**config.mk**
```make
export PLATFORM = sky130hd
export DESIGN_NAME = hwc_core
export DESIGN_NICKNAME = d
export VERILOG_FILES = /design/src/rtl/hwc_pkg.sv /design/src/rtl/hwc_alu.sv /design/src/rtl/hwc_regs.sv /design/src/rtl/hwc_fsm.sv /design/src/rtl/hwc_core.sv
export SDC_FILE = /design/constraint.sdc
export NUM_CORES = 1
export LEC_CHECK = 0
export BUFFER_PORTS_ARGS = -buffer_cell sky130_fd_sc_hd__buf_4
export CELL_PAD_IN_SITES_DETAIL_PLACEMENT = 0
export CELL_PAD_IN_SITES_GLOBAL_PLACEMENT = 1
export CORE_UTILIZATION = 49
export CTS_CLUSTER_SIZE = 12
export DETAILED_ROUTE_END_ITERATION = 10
export PLACE_DENSITY = 0.91
export SKIP_LAST_GASP = 1
export SLEW_MARGIN = 20
export SYNTH_ARGS = -nofsm -noshare
export SYNTH_HDL_FRONTEND = slang
export SYNTH_SLANG_ARGS = --single-unit
```
**constraint.sdc**
```tcl
create_clock -name clk -period 5.68 [get_ports clk]
set_clock_uncertainty 0.05 [all_clocks]
set_input_delay 1.136 -clock clk [delete_from_list [all_inputs] [get_ports clk]]
set_output_delay 1.136 -clock clk [all_outputs]
set_load 0.03 [all_outputs]
```
**src/rtl/hwc_pkg.sv**
```systemverilog
package hwc_pkg;

  typedef enum logic [3:0] {
    OP_AND = 4'h0, OP_OR  = 4'h1, OP_NOT = 4'h2, OP_ADD = 4'h3,
    OP_SUB = 4'h4, OP_LSR = 4'h5, OP_LSL = 4'h6, OP_INC = 4'h7,
    OP_DEC = 4'h8, OP_BRA = 4'h9, OP_BNE = 4'hA, OP_MOV = 4'hB,
    OP_LD  = 4'hC, OP_ST  = 4'hD, OP_PUL = 4'hE, OP_PSH = 4'hF
  } op_e;

  typedef enum logic [2:0] {
    ST_FLO, ST_FHI, ST_FWT, ST_EX1, ST_EX2
  } st_e;

  typedef enum logic [1:0] {
    WS_ALU, WS_IMM, WS_MEM
  } wsrc_e;

  typedef enum logic [1:0] {
    MA_PC, MA_AR, MA_SP, MA_SPP
  } masrc_e;

  typedef struct packed {
    logic       ir_lo_ld;
    logic       ir_hi_ld;
    logic       pc_inc;
    logic       we;
    logic [2:0] wsel;
    wsrc_e      wsrc;
    logic       sp_inc;
    logic       sp_dec;
    logic       z_ld;
    logic       mem_rd;
    logic       mem_wr;
    masrc_e     masrc;
    logic       done;
  } ctl_t;

  localparam logic [2:0] RC_SP = 3'd4;
  localparam logic [2:0] RC_AR = 3'd5;
  localparam logic [2:0] RC_PC = 3'd6;

endpackage

```
**src/rtl/hwc_alu.sv**
```systemverilog
module hwc_alu
  import hwc_pkg::*;
#(
  parameter int DW = 8
) (
  input  op_e           op,
  input  logic [DW-1:0] a,
  input  logic [DW-1:0] b,
  output logic [DW-1:0] y
);
  localparam logic [DW-1:0] ONE = DW'(1);

  always_comb begin
    case (op)
      OP_AND:  y = a & b;
      OP_OR:   y = a | b;
      OP_NOT:  y = ~a;
      OP_ADD:  y = a + b;
      OP_SUB:  y = a - b;
      OP_LSR:  y = {1'b0, a[DW-1:1]};
      OP_LSL:  y = {a[DW-2:0], 1'b0};
      OP_INC:  y = a + ONE;
      OP_DEC:  y = a - ONE;
      default: y = a;
    endcase
  end
endmodule

```
**src/rtl/hwc_regs.sv**
```systemverilog
module hwc_regs
  import hwc_pkg::*;
#(
  parameter int            DW     = 8,
  parameter logic [DW-1:0] SP_RST = '1
) (
  input  logic          clk,
  input  logic          rst_n,
  input  logic [2:0]    rd_a,
  input  logic [2:0]    rd_b,
  input  logic [2:0]    rd_c,
  input  logic          we,
  input  logic [2:0]    wsel,
  input  logic [DW-1:0] wdata,
  input  logic          pc_inc,
  input  logic          sp_inc,
  input  logic          sp_dec,
  input  logic          z_ld,
  input  logic          z_in,
  output logic [DW-1:0] q_a,
  output logic [DW-1:0] q_b,
  output logic [DW-1:0] q_c,
  output logic [DW-1:0] pc,
  output logic [DW-1:0] sp,
  output logic [DW-1:0] ar,
  output logic          zf
);
  localparam int            NGP = 4;
  localparam logic [DW-1:0] ONE = DW'(1);

  logic [NGP-1:0][DW-1:0] gp_v;
  logic [DW-1:0] pc_q, sp_q, ar_q;
  logic          z_q;

  for (genvar g = 0; g < NGP; g++) begin : g_gp
    logic [DW-1:0] r_q;
    always_ff @(posedge clk or negedge rst_n) begin
      if (!rst_n)                      r_q <= '0;
      else if (we && wsel == 3'(g))    r_q <= wdata;
    end
    assign gp_v[g] = r_q;
  end

  always_ff @(posedge clk or negedge rst_n) begin
    if (!rst_n)                       pc_q <= '0;
    else if (we && wsel[2:1] == 2'b11) pc_q <= wdata;
    else if (pc_inc)                  pc_q <= pc_q + ONE;
  end

  always_ff @(posedge clk or negedge rst_n) begin
    if (!rst_n)                   sp_q <= SP_RST;
    else if (we && wsel == RC_SP) sp_q <= wdata;
    else if (sp_inc)              sp_q <= sp_q + ONE;
    else if (sp_dec)              sp_q <= sp_q - ONE;
  end

  always_ff @(posedge clk or negedge rst_n) begin
    if (!rst_n)                   ar_q <= '0;
    else if (we && wsel == RC_AR) ar_q <= wdata;
  end

  always_ff @(posedge clk or negedge rst_n) begin
    if (!rst_n)    z_q <= 1'b0;
    else if (z_ld) z_q <= z_in;
  end

  function automatic logic [DW-1:0] pick(input logic [2:0] code);
    case (code)
      3'd0, 3'd1, 3'd2, 3'd3: pick = gp_v[code[1:0]];
      RC_SP:                  pick = sp_q;
      RC_AR:                  pick = ar_q;
      default:                pick = pc_q;
    endcase
  endfunction

  assign q_a = pick(rd_a);
  assign q_b = pick(rd_b);
  assign q_c = pick(rd_c);
  assign pc  = pc_q;
  assign sp  = sp_q;
  assign ar  = ar_q;
  assign zf  = z_q;
endmodule

```
**src/rtl/hwc_fsm.sv**
```systemverilog
module hwc_fsm
  import hwc_pkg::*;
(
  input  logic        clk,
  input  logic        rst_n,
  input  logic [15:0] ir,
  input  logic        zf,
  output ctl_t        ctl,
  output st_e         st
);
  st_e st_q, st_d;
  op_e op;
  logic [2:0] rsel3;

  assign op    = op_e'(ir[15:12]);
  assign rsel3 = {1'b0, ir[9:8]};

  always_ff @(posedge clk or negedge rst_n) begin
    if (!rst_n) st_q <= ST_FLO;
    else        st_q <= st_d;
  end

  always_comb begin
    ctl       = '0;
    ctl.wsrc  = WS_ALU;
    ctl.masrc = MA_PC;
    st_d      = st_q;
    case (st_q)
      ST_FLO: begin
        ctl.mem_rd = 1'b1;
        ctl.pc_inc = 1'b1;
        st_d       = ST_FHI;
      end
      ST_FHI: begin
        ctl.mem_rd   = 1'b1;
        ctl.pc_inc   = 1'b1;
        ctl.ir_lo_ld = 1'b1;
        st_d         = ST_FWT;
      end
      ST_FWT: begin
        ctl.ir_hi_ld = 1'b1;
        st_d         = ST_EX1;
      end
      ST_EX1: begin
        ctl.done = 1'b1;
        st_d     = ST_FLO;
        case (op)
          OP_AND, OP_OR, OP_NOT, OP_ADD, OP_SUB,
          OP_LSR, OP_LSL, OP_INC, OP_DEC: begin
            ctl.we   = 1'b1;
            ctl.wsel = ir[10:8];
            ctl.z_ld = 1'b1;
          end
          OP_MOV: begin
            ctl.we   = 1'b1;
            ctl.wsel = ir[10:8];
          end
          OP_BRA, OP_BNE: begin
            ctl.we   = (op == OP_BRA) || !zf;
            ctl.wsel = RC_PC;
            ctl.wsrc = WS_IMM;
          end
          OP_LD: begin
            ctl.wsel = rsel3;
            if (ir[10]) begin
              ctl.mem_rd = 1'b1;
              ctl.masrc  = MA_AR;
              ctl.done   = 1'b0;
              st_d       = ST_EX2;
            end else begin
              ctl.we   = 1'b1;
              ctl.wsrc = WS_IMM;
            end
          end
          OP_ST: begin
            ctl.mem_wr = 1'b1;
            ctl.masrc  = MA_AR;
          end
          OP_PUL: begin
            ctl.sp_inc = 1'b1;
            ctl.mem_rd = 1'b1;
            ctl.masrc  = MA_SPP;
            ctl.done   = 1'b0;
            st_d       = ST_EX2;
          end
          OP_PSH: begin
            ctl.mem_wr = 1'b1;
            ctl.masrc  = MA_SP;
            ctl.done   = 1'b0;
            st_d       = ST_EX2;
          end
          default: ;
        endcase
      end
      ST_EX2: begin
        ctl.done = 1'b1;
        st_d     = ST_FLO;
        case (op)
          OP_LD, OP_PUL: begin
            ctl.we   = 1'b1;
            ctl.wsel = rsel3;
            ctl.wsrc = WS_MEM;
          end
          OP_PSH: ctl.sp_dec = 1'b1;
          default: ;
        endcase
      end
      default: st_d = ST_FLO;
    endcase
  end

  assign st = st_q;
endmodule

```
**src/rtl/hwc_core.sv**
```systemverilog
module hwc_core
  import hwc_pkg::*;
#(
  parameter int            DW     = 8,
  parameter logic [DW-1:0] SP_RST = '1
) (
  input  logic          clk,
  input  logic          rst_n,
  input  logic [DW-1:0] mem_rdata,
  output logic [DW-1:0] mem_addr,
  output logic          mem_rd,
  output logic          mem_wr,
  output logic [DW-1:0] mem_wdata,
  output logic          instr_done
);
  localparam int            IW  = 2 * DW;
  localparam logic [DW-1:0] ONE = DW'(1);

  logic [IW-1:0] ir_q;
  ctl_t          ctl;
  st_e           st_w;
  logic          zf_w;
  logic [DW-1:0] src_a, src_b, src_c, alu_y, wdata;
  logic [DW-1:0] pc_w, sp_w, ar_w;

  always_ff @(posedge clk or negedge rst_n) begin
    if (!rst_n) begin
      ir_q <= '0;
    end else begin
      if (ctl.ir_lo_ld) ir_q[DW-1:0]  <= mem_rdata;
      if (ctl.ir_hi_ld) ir_q[IW-1:DW] <= mem_rdata;
    end
  end

  hwc_fsm u_fsm (
    .clk   (clk),
    .rst_n (rst_n),
    .ir    (ir_q[15:0]),
    .zf    (zf_w),
    .ctl   (ctl),
    .st    (st_w)
  );

  hwc_alu #(.DW(DW)) u_alu (
    .op (op_e'(ir_q[15:12])),
    .a  (src_a),
    .b  (src_b),
    .y  (alu_y)
  );

  always_comb begin
    case (ctl.wsrc)
      WS_IMM:  wdata = ir_q[DW-1:0];
      WS_MEM:  wdata = mem_rdata;
      default: wdata = alu_y;
    endcase
  end

  hwc_regs #(.DW(DW), .SP_RST(SP_RST)) u_regs (
    .clk    (clk),
    .rst_n  (rst_n),
    .rd_a   (ir_q[6:4]),
    .rd_b   (ir_q[2:0]),
    .rd_c   ({1'b0, ir_q[9:8]}),
    .we     (ctl.we),
    .wsel   (ctl.wsel),
    .wdata  (wdata),
    .pc_inc (ctl.pc_inc),
    .sp_inc (ctl.sp_inc),
    .sp_dec (ctl.sp_dec),
    .z_ld   (ctl.z_ld),
    .z_in   (alu_y == '0),
    .q_a    (src_a),
    .q_b    (src_b),
    .q_c    (src_c),
    .pc     (pc_w),
    .sp     (sp_w),
    .ar     (ar_w),
    .zf     (zf_w)
  );

  always_comb begin
    case (ctl.masrc)
      MA_AR:   mem_addr = ar_w;
      MA_SP:   mem_addr = sp_w;
      MA_SPP:  mem_addr = sp_w + ONE;
      default: mem_addr = pc_w;
    endcase
  end

  assign mem_rd     = ctl.mem_rd;
  assign mem_wr     = ctl.mem_wr;
  assign mem_wdata  = src_c;
  assign instr_done = ctl.done;
endmodule

```
# Word-level counts from Yosys, hierarchy flattened
# Cells that the tools add are included.
[totals]
ff_bits = 76
inputBits = 10
wordCells = 139
[op_classes]
n_addsub = 7
order_cmp = 3
eq_ne = 43
muxes = 44
n_bitwise = 3
reduce_logical = 28
[op_table]
columns = ["operator", "n"]
rows = [
  ["2-to-1 mux 8 bit", 9],
  ["one-hot mux 8 bit (3 select lines)", 3],
  ["one-hot mux 8 bit (9 select lines)", 1],
  ["binary-select mux 8 bit (select 2 bit)", 3],
  ["equality test 4 bit (second input constant)", 8],
  ["adder 8 x 1 -> 8 bit (second input constant)", 3],
  ["equality test 3 x 2 -> 1 bit (second input constant)", 8],
  ["equality test 3 bit (second input constant)", 7],
  ["equality test 4 x 3 -> 1 bit (second input constant)", 4],
  ["one-hot mux 8 bit (2 select lines)", 1],
  ["subtractor 8 x 1 -> 8 bit (second input constant)", 2],
  ["logical NOT 3 bit", 5],
  ["2-to-1 mux 1 bit", 13],
  ["equality test 2 bit (second input constant)", 6],
  ["equality test 3 x 1 -> 1 bit (second input constant)", 4],
  ["one-hot mux 3 bit (4 select lines)", 1],
  ["one-hot mux 4 bit (3 select lines)", 1],
  ["one-hot mux 6 bit (2 select lines)", 1],
  ["OR reduction 4 bit", 3],
  ["OR reduction 10 bit", 1],
  ["OR reduction 2 bit", 5],
  ["less-than comparator 2 x 3 -> 1 bit (second input constant)", 3],
  ["OR reduction 9 bit", 1],
  ["adder 8 bit", 1],
  ["other kinds (21)", 34],
]

# Depth between registers and ports, before layout
# Gate-level depths: netlist (run 1).
[depth]
ltp_word = 7
ltp_mapped = 19
ltp_nobuf = 17

# By module
# Synthesis (run 1) repeated with hierarchy kept, for this count alone.
[hier_totals]
cells_unflattened = 723
hier_area_um2 = 6804.0
[by_module_without_submodules]
columns = ["module", "n_inst", "cells_per_inst", "area_per_inst_um2", "seq_area_each_um2"]
rows = [
  ["hwc_regs", 1, 355, 4021.4, 1436.4],
  ["hwc_alu", 1, 203, 1273.7, 0.0],
  ["hwc_core", 1, 114, 1099.8, 400.4],
  ["hwc_fsm", 1, 51, 409.1, 75.1],
]

# Worst setup path after synthesis (run 1)
# OpenSTA, ideal clock, no wires.
[synth_path]
path_type = "register to register"
from = "reg u_regs.sp_q[0] (netlist: u_regs.sp[0])"
to = "reg u_regs.z_q (netlist: u_regs.zf)"
arrival_ns = 3.984
required_ns = 5.538
slack_ns = 1.554
path_stages_with_launch = 18
n_path_buf = 1
period_less_slack_ns = 4.126
path_cell_list = "dfstp_2 > clkbuf_1 > mux2i_1 > mux4_2 > ha_1 > a2bb2oi_1 > nor2_1 > a211oi_1 > inv_1 > ha_1 > nand2b_1 > a21oi_1 > xor2_1 > a222oi_1 > nand4_1 > nand2b_1 > or4_1 > o31ai_2"
[synth_between]
elab_chain_cells = 4
[synth_lines]
columns = ["element", "line", "text"]
rows = [
  ["start, declared", "hwc_regs.sv:32", "logic [DW-1:0] pc_q, sp_q, ar_q;"],
  ["start signal, assigned", "hwc_regs.sv:52", "else if (we && wsel == RC_SP) sp_q <= wdata;"],
  ["start signal, assigned", "hwc_regs.sv:53", "else if (sp_inc) sp_q <= sp_q + ONE;"],
  ["start signal, assigned", "hwc_regs.sv:54", "else if (sp_dec) sp_q <= sp_q - ONE;"],
  ["one-hot mux 8 bit (3 select lines)", "hwc_regs.sv:68", "case (code)"],
  ["subtractor 8 x 1 -> 8 bit (tied with other cells)", "hwc_alu.sv:23", "OP_DEC: y = a - ONE;"],
  ["one-hot mux 8 bit (9 select lines) *", "hwc_alu.sv:14", "case (op)"],
  ["logical NOT 8 bit *", "hwc_core.sv:72", ".z_in (alu_y == '0),"],
  ["end signal, assigned", "hwc_regs.sv:64", "else if (z_ld) z_q <= z_in;"],
  ["end, declared", "hwc_regs.sv:33", "logic z_q;"],
]
# Mark *: on every way between the ends. The rest lies on a longest branch, timed or not.
# A chain may end at the register's enable or synchronous reset.

# Worst setup path after layout (run 1)
[layout_path]
from = "reg ir_q[0]"
to = "reg u_regs.pc_q[7] (netlist: u_regs.pc[7])"
[layout_between]
elab_chain_cells = 7
[layout_lines]
columns = ["element", "line", "text"]
rows = [
  ["start, declared", "hwc_core.sv:19", "logic [IW-1:0] ir_q;"],
  ["start signal, assigned by index", "hwc_core.sv:30", "if (ctl.ir_lo_ld) ir_q[DW-1:0] <= mem_rdata;"],
  ["start signal, assigned by index", "hwc_core.sv:31", "if (ctl.ir_hi_ld) ir_q[IW-1:DW] <= mem_rdata;"],
  ["equality test 3 x 1 -> 1 bit (tied with other cells)", "hwc_regs.sv:68", ""],
  ["OR reduction 4 bit or 2-to-1 mux 8 bit (tied branches)", "hwc_regs.sv:68, hwc_regs.sv:69", ""],
  ["one-hot mux 8 bit (3 select lines) *", "hwc_regs.sv:68", ""],
  ["subtractor 8 bit (tied with other cells)", "hwc_alu.sv:19", "OP_SUB: y = a - b;"],
  ["one-hot mux 8 bit (9 select lines) *", "hwc_alu.sv:14", ""],
  ["one-hot mux 8 bit (2 select lines) *", "hwc_core.sv:52", "case (ctl.wsrc)"],
  ["2-to-1 mux 8 bit *", "hwc_regs.sv:46", "else if (we && wsel[2:1] == 2'b11) pc_q <= wdata;"],
  ["end signal, assigned", "hwc_regs.sv:46", ""],
  ["end signal, assigned", "hwc_regs.sv:47", "else if (pc_inc) pc_q <= pc_q + ONE;"],
  ["end, declared", "hwc_regs.sv:32", ""],
]
# Mark *: on every way between the ends. The rest lies on a longest branch, timed or not. The select of a mux whose other input is x is not followed.

==> impl_metrics.json, run 1 <==
{
  "antenna_found_initial": 0,
  "grt_usage_pct": 33.81,
  "chipWidth_um": 117.8,
  "cp.required_ns": 5.79,
  "synth-seq-cells": 75,
  "grt_overflow": 0,
  "path_clk_slew_ns": 0.06,
  "crit_fanout": 19,
  "synth_edf_count": 0,
  "synthesis.nets": 762,
  "drt_iter0_drc": 980,
  "start_util_pct": 51.23,
  "path_class": "reg -> reg",
  "postSynthCellCount": 737,
  "layout.nets": 765,
  "route.vias.total": 6434,
  "seq_area_um2": 1887,
  "wl_met2_mm": 10.46,
  "final_common_cell": "nand2_1",
  "status": "completed",
  "fin_crit_ns": 5.139,
  "rows": 41,
  "tns_ns": 0,
  "routed.top_layer": "met4",
  "fin_crit_sh_pct": 90.48,
  "finalSetupViolations": 0,
  "htree_levels": 3,
  "grt_max_degree": 76,
  "layout_common_cells": "68 x nand2_1, 67 x dfrtp_1, 56 x nor2_1",
  "num_antenna_cells": 0,
  "synth.avg_cell_area_um2": 8.915,
  "wl_met1_mm": 9.431,
  "hold_viol": 0,
  "synth_cell_type_count": 71,
  "met3WireLength_mm": 2.021,
  "critPathLaunchType": "flip-flop",
  "relSlewSlack_pct": 23.48,
  "die-area_um2": 13880,
  "hold_path_class": "reg -> reg",
  "ys_warn_count": 0,
  "synth_ff_type": "dfrtp_1",
  "routed_wl_mm": 23.14,
  "clk_path_buf_depth": 2,
  "final_antenna_net_count": 0,
  "cts_hold_buf": 0,
  "fmax_mhz": 194.6,
  "arrival_ns": 5.25,
  "post_cts_buffers": 0,
  "rsz0062_at_grt": "false",
  "cts_sinks": 75,
  "max_cap_violations": 0,
  "fill_cells": 1194,
  "worst_pin_slew_ns": 1.143,
  "num_io_pins": 29,
  "area_growth_pct": 9.560,
  "io_buffers": 28,
  "route.detailed.drc": 0,
  "die_y_um": 117.8,
  "drive_above_1_share_pct": 21.07,
  "core_um2": 12820,
  "grt_pass1_wl_mm": 35.67,
  "routed_via_density": 7.016,
  "timing.hold.ws_ns": 0.4611,
  "grt_pass1_vias": 6157,
  "ctsResizeCount": 0,
  "dr.pass1.iters": 5,
  "final-max-slew-violation-count": 0,
  "dp_hpwl_mm": 17.09,
  "multiInputGateArea_um2": 4385,
  "cp-end-kind": "flip-flop",
  "syn-cell-area_um2": 6570,
  "synthArstFlopShare_pct": 100.0,
  "gp_congestion": 0.9953,
  "cts-root-buf": "clkbuf_16",
  "clock_latency_ns": 0.34,
  "cts_tree": "done",
  "ys_seq_area_share_pct": 28.72,
  "route.detailed.wl_per_inst_um": 25.23,
  "cts_buffers": 9
}
==> worst max-delay path: stages (launching register included) <==
cell       delay, ns
dfrtp_1         0.96
buf_4           0.40
mux2_1          0.35
mux4_2          0.57
nor3b_1         0.52
nor2_1          0.08
nor2_1          0.12
a211o_1         0.12
o2bb2ai_1       0.13
ha_1            0.28
o21a_1          0.12
o2bb2ai_1       0.19
xnor2_1         0.16
nor2b_1         0.09
a211oi_2        0.59
a211oi_1        0.21
==> layer usage <==
metal,up-vias,global-route usage (%)
met2,431,52.32
met3,77,5.136
li1,2780,-
met5,-,0
met1,3146,45.12
met4,0,19.15
==> registers in the layout, summed over array words and instances, names as in the netlist <==
register         count
ir_q                15
u_fsm.st             3
u_regs.ar            8
u_regs.g_gp.r_q     32
u_regs.pc            8
u_regs.sp            8
u_regs.zf            1
==> kinds of logic after synthesis <==
group,count (synthesis),share of synthesized area (%)
buffers and inverters,71,4.532
DFF,75,28.72
adders and majority gates,15,2.971
AOI/OAI and AO/OA,211,22.02
xor gates and xnor gates,23,3.066
and+or+nand+nor,231,17.08
muxes,111,21.61
==> final timing paths <==
kind,startpoint,endpoint,slack (ns),cells past startpoint
max,ir_q[0],u_regs.pc[7],0.54,15
min,ir_q[3],ir_q[3],0.46,1
max reg2reg,ir_q[0],u_regs.pc[7],0.54,15
min reg2reg,ir_q[3],ir_q[3],0.46,1
max in group asynchronous,rst_n,u_regs.zf,4.04,1
min in group asynchronous,rst_n,u_regs.pc[1],0.90,1
==> stage by stage <==
step	util, %	setup WS [ns]	instance area, um^2	cells
finish	56.13	0.5407	7198	917
global route	56.13	0.3349	7198	917
CTS	56.13	0.6809	7198	917
detailed placement	53.63	0.7410	6878	901
global placement	53.63	0.8978	6878	901
floorplan	-	1.554	6570	737
==> synth_stat cells (5+ instances only) <==
library cell | count | area share (%)
nand2b_1 | 21 | 2.0
o211ai_1 | 6 | 0.69
and3_1 | 6 | 0.57
clkbuf_1 | 32 | 1.8
o21ai_0 | 50 | 3.8
o22ai_1 | 12 | 1.1
buf_2 | 9 | 0.69
nor2b_1 | 12 | 1.1
a21oi_1 | 35 | 2.7
a31oi_1 | 19 | 1.8
or2_2 | 5 | 0.48
dfstp_2 | 8 | 3.2
ha_1 | 14 | 2.7
xor2_1 | 9 | 1.2
a22oi_1 | 15 | 1.7
mux4_2 | 18 | 6.2
inv_1 | 18 | 1.0
a211oi_1 | 5 | 0.57
mux2_2 | 55 | 9.4
a221oi_1 | 7 | 0.93
nand2_1 | 68 | 3.9
and2_1 | 6 | 0.57
nand3_1 | 13 | 0.99
dfrtp_1 | 67 | 26
nor3_1 | 17 | 1.3
mux2i_1 | 32 | 4.9
xnor2_1 | 14 | 1.9
o31ai_1 | 6 | 0.69
nor2_1 | 56 | 3.2
nand4_1 | 10 | 0.95
==> layout make-up <==
type / count / area share, %
multi-input combinational: 591 / 60.92
sequential: 75 / 26.21
timing repair buffer: 41 / 4.276
clock buffer: 12 / 3.424
tap: 172 / 2.990
inverter: 22 / 1.147
clock inverter: 4 / 1.026
Power of run 1 is not shown: default switching activity piles up to over one toggle a cycle in this logic, so the estimate is an artifact.
==> inputs of run 2 (changes only) <==
--- a/config.mk
+++ b/config.mk
@@ -11,7 +11,9 @@
 export CORE_UTILIZATION = 49
 export CTS_CLUSTER_SIZE = 12
 export DETAILED_ROUTE_END_ITERATION = 10
+export MAX_ROUTING_LAYER = met4
 export PLACE_DENSITY = 0.91
+export REMOVE_ABC_BUFFERS = 1
 export SKIP_LAST_GASP = 1
 export SLEW_MARGIN = 20
 export SYNTH_ARGS = -nofsm -noshare
==> impl_metrics.json, run 2 (synthesis results as in run 1) <==
{
  "status": "completed",
  "cp.required_ns": 5.87,
  "worst_pin_slew_ns": 1.062,
  "path_common_cell": "buf_4",
  "dpl_cell_area_um2": 6915,
  "rows": 41,
  "tns_ns": 0,
  "area_growth_pct": 10.13,
  "cts_buffers": 9,
  "instances_no_fill": 922,
  "die-area_um2": 13880,
  "grt_overflow": 0,
  "hold_viol": 0,
  "routed_wl_mm": 23.57,
  "layout.nets": 770,
  "ctsResizeCount": 0,
  "fin_crit_sh_pct": 87.38,
  "crit_fanout": 17,
  "route.detailed.drc": 0,
  "dp_cells": 906,
  "final_design_area_no_fill_um2": 7236,
  "num_io_pins": 29,
  "final_common_cell": "nand2_1",
  "io_buffers": 28,
  "drt_iter0_drc": 647,
  "reg_top3": "u_regs.g_gp.r_q x32, ir_q x15",
  "cts-root-buf": "clkbuf_16",
  "fin_crit_ns": 4.963,
  "clock_latency_ns": 0.34,
  "path_class": "reg -> reg",
  "largest_register": "u_regs.g_gp.r_q",
  "route.vias.total": 6305,
  "fill_cells": 1198,
  "chipWidth_um": 117.8,
  "crit_chain": "buf_4 > buf_4 > mux2_4 > mux4_2 > nor3b_1 > xor2_1 > a21oi_1 > o2bb2ai_1 > ha_1 > o21a_1 > o2bb2ai_1 > xnor2_1 > o2111a_1 > a211oi_2 > buf_4 > o31ai_1",
  "gp_congestion": 1.037,
  "rsz0062_at_grt": "false",
  "critPathLaunchType": "flip-flop",
  "post_cts_buffers": 0,
  "htree_levels": 3,
  "die_y_um": 117.8,
  "grt_pass1_vias": 6050,
  "path_clk_slew_ns": 0.06,
  "num_antenna_cells": 0,
  "fmax_mhz": 201.5,
  "final_antenna_net_count": 0,
  "dp_hpwl_mm": 17.63,
  "arrival_ns": 5.15,
  "routed_via_density": 6.838,
  "start_util_pct": 51.23,
  "multiInputGateArea_um2": 4385,
  "hold_path_class": "reg -> reg",
  "max_cap_violations": 0,
  "finalSetupViolations": 0,
  "core_um2": 12820,
  "route.detailed.wl_per_inst_um": 25.57,
  "cts_tree": "done",
  "antenna_found_initial": 0,
  "relSlewSlack_pct": 28.63,
  "layout_common_cells": "68 x nand2_1, 67 x dfrtp_1, 56 x nor2_1",
  "crit_path_max_incr_delay_ns": 0.82,
  "cts_hold_buf": 0,
  "seq_area_um2": 1887,
  "grt_max_degree": 76,
  "grt_usage_pct": 35.85,
  "cp-end-kind": "flip-flop",
  "clk_path_buf_depth": 2,
  "cp_slowest_cell": "dfrtp_1",
  "largest_reg_flops": 32,
  "dr.pass1.iters": 5,
  "grt_pass1_wl_mm": 36.69,
  "drive_above_1_share_pct": 21.73,
  "cts_sinks": 75,
  "final-max-slew-violation-count": 0
}
## run 2: changes by cell type in the layout (fill, tap and decap cells not counted), sizes merged
cell and delta:
clkbuf -2, clkinv +2, buf +5
## run 2: final cells by class
type / count / share of cell area, %
Multi-Input combinational cell: 591 / 60.61
Sequential cell: 75 / 26.08
Timing Repair Buffer: 46 / 4.824
Clock buffer: 10 / 3.164
Tap cell: 172 / 2.974
Clock inverter: 6 / 1.210
Inverter: 22 / 1.141
## run 2: routing by layer
metal,share of wire [%],wire length (um),global-route usage [%]
met5,0,0,-
met2,45,10620,53.27
met3,8.3,1955,6.153
met4,5.4,1281,19.39
met1,41,9715,46.55
## run 2: path summary, 6_finish.rpt
kind                       cells after the start   startpoint           end  slack, ns
max                                           16      ir_q[0]  u_regs.sp[7]       0.72
min                                            1  u_fsm.st[0]   u_fsm.st[0]       0.46
max reg2reg                                   16      ir_q[0]  u_regs.sp[7]       0.72
min reg2reg                                    1  u_fsm.st[0]   u_fsm.st[0]       0.46
max in group asynchronous                      1        rst_n      ir_q[13]       4.29
min in group asynchronous                      1        rst_n  u_regs.ar[2]       0.77
## run 2: through the flow
step           hold slack (ns)  worst slack, ns  utilization, %
2_1_floorplan           0.3986            1.034               -
3_3_place_gp            0.4300           0.9405           53.92
3_5_place_dp            0.4500           0.8521           53.92
4_1_cts                 0.4606           0.8309           56.39
5_1_grt                 0.4961           0.4121           56.42
6_report                0.4648           0.7171           56.42
## run 2: worst max-delay path, delay by kind of cell (launching register included)
| kind | cells | cell delay, ns |
|---|---|---|
| AO/OA/AOI/OAI | 7 | 1.12 |
| multiplexers | 2 | 0.89 |
| buffers and inverters | 3 | 0.73 |
| adder cells (fa/ha/maj) | 1 | 0.33 |
| AND/OR/NAND/NOR | 1 | 0.59 |
| XOR/XNOR | 2 | 0.32 |
| flip-flops | 1 | 0.82 |
Power of run 2 is left out for the same reason.
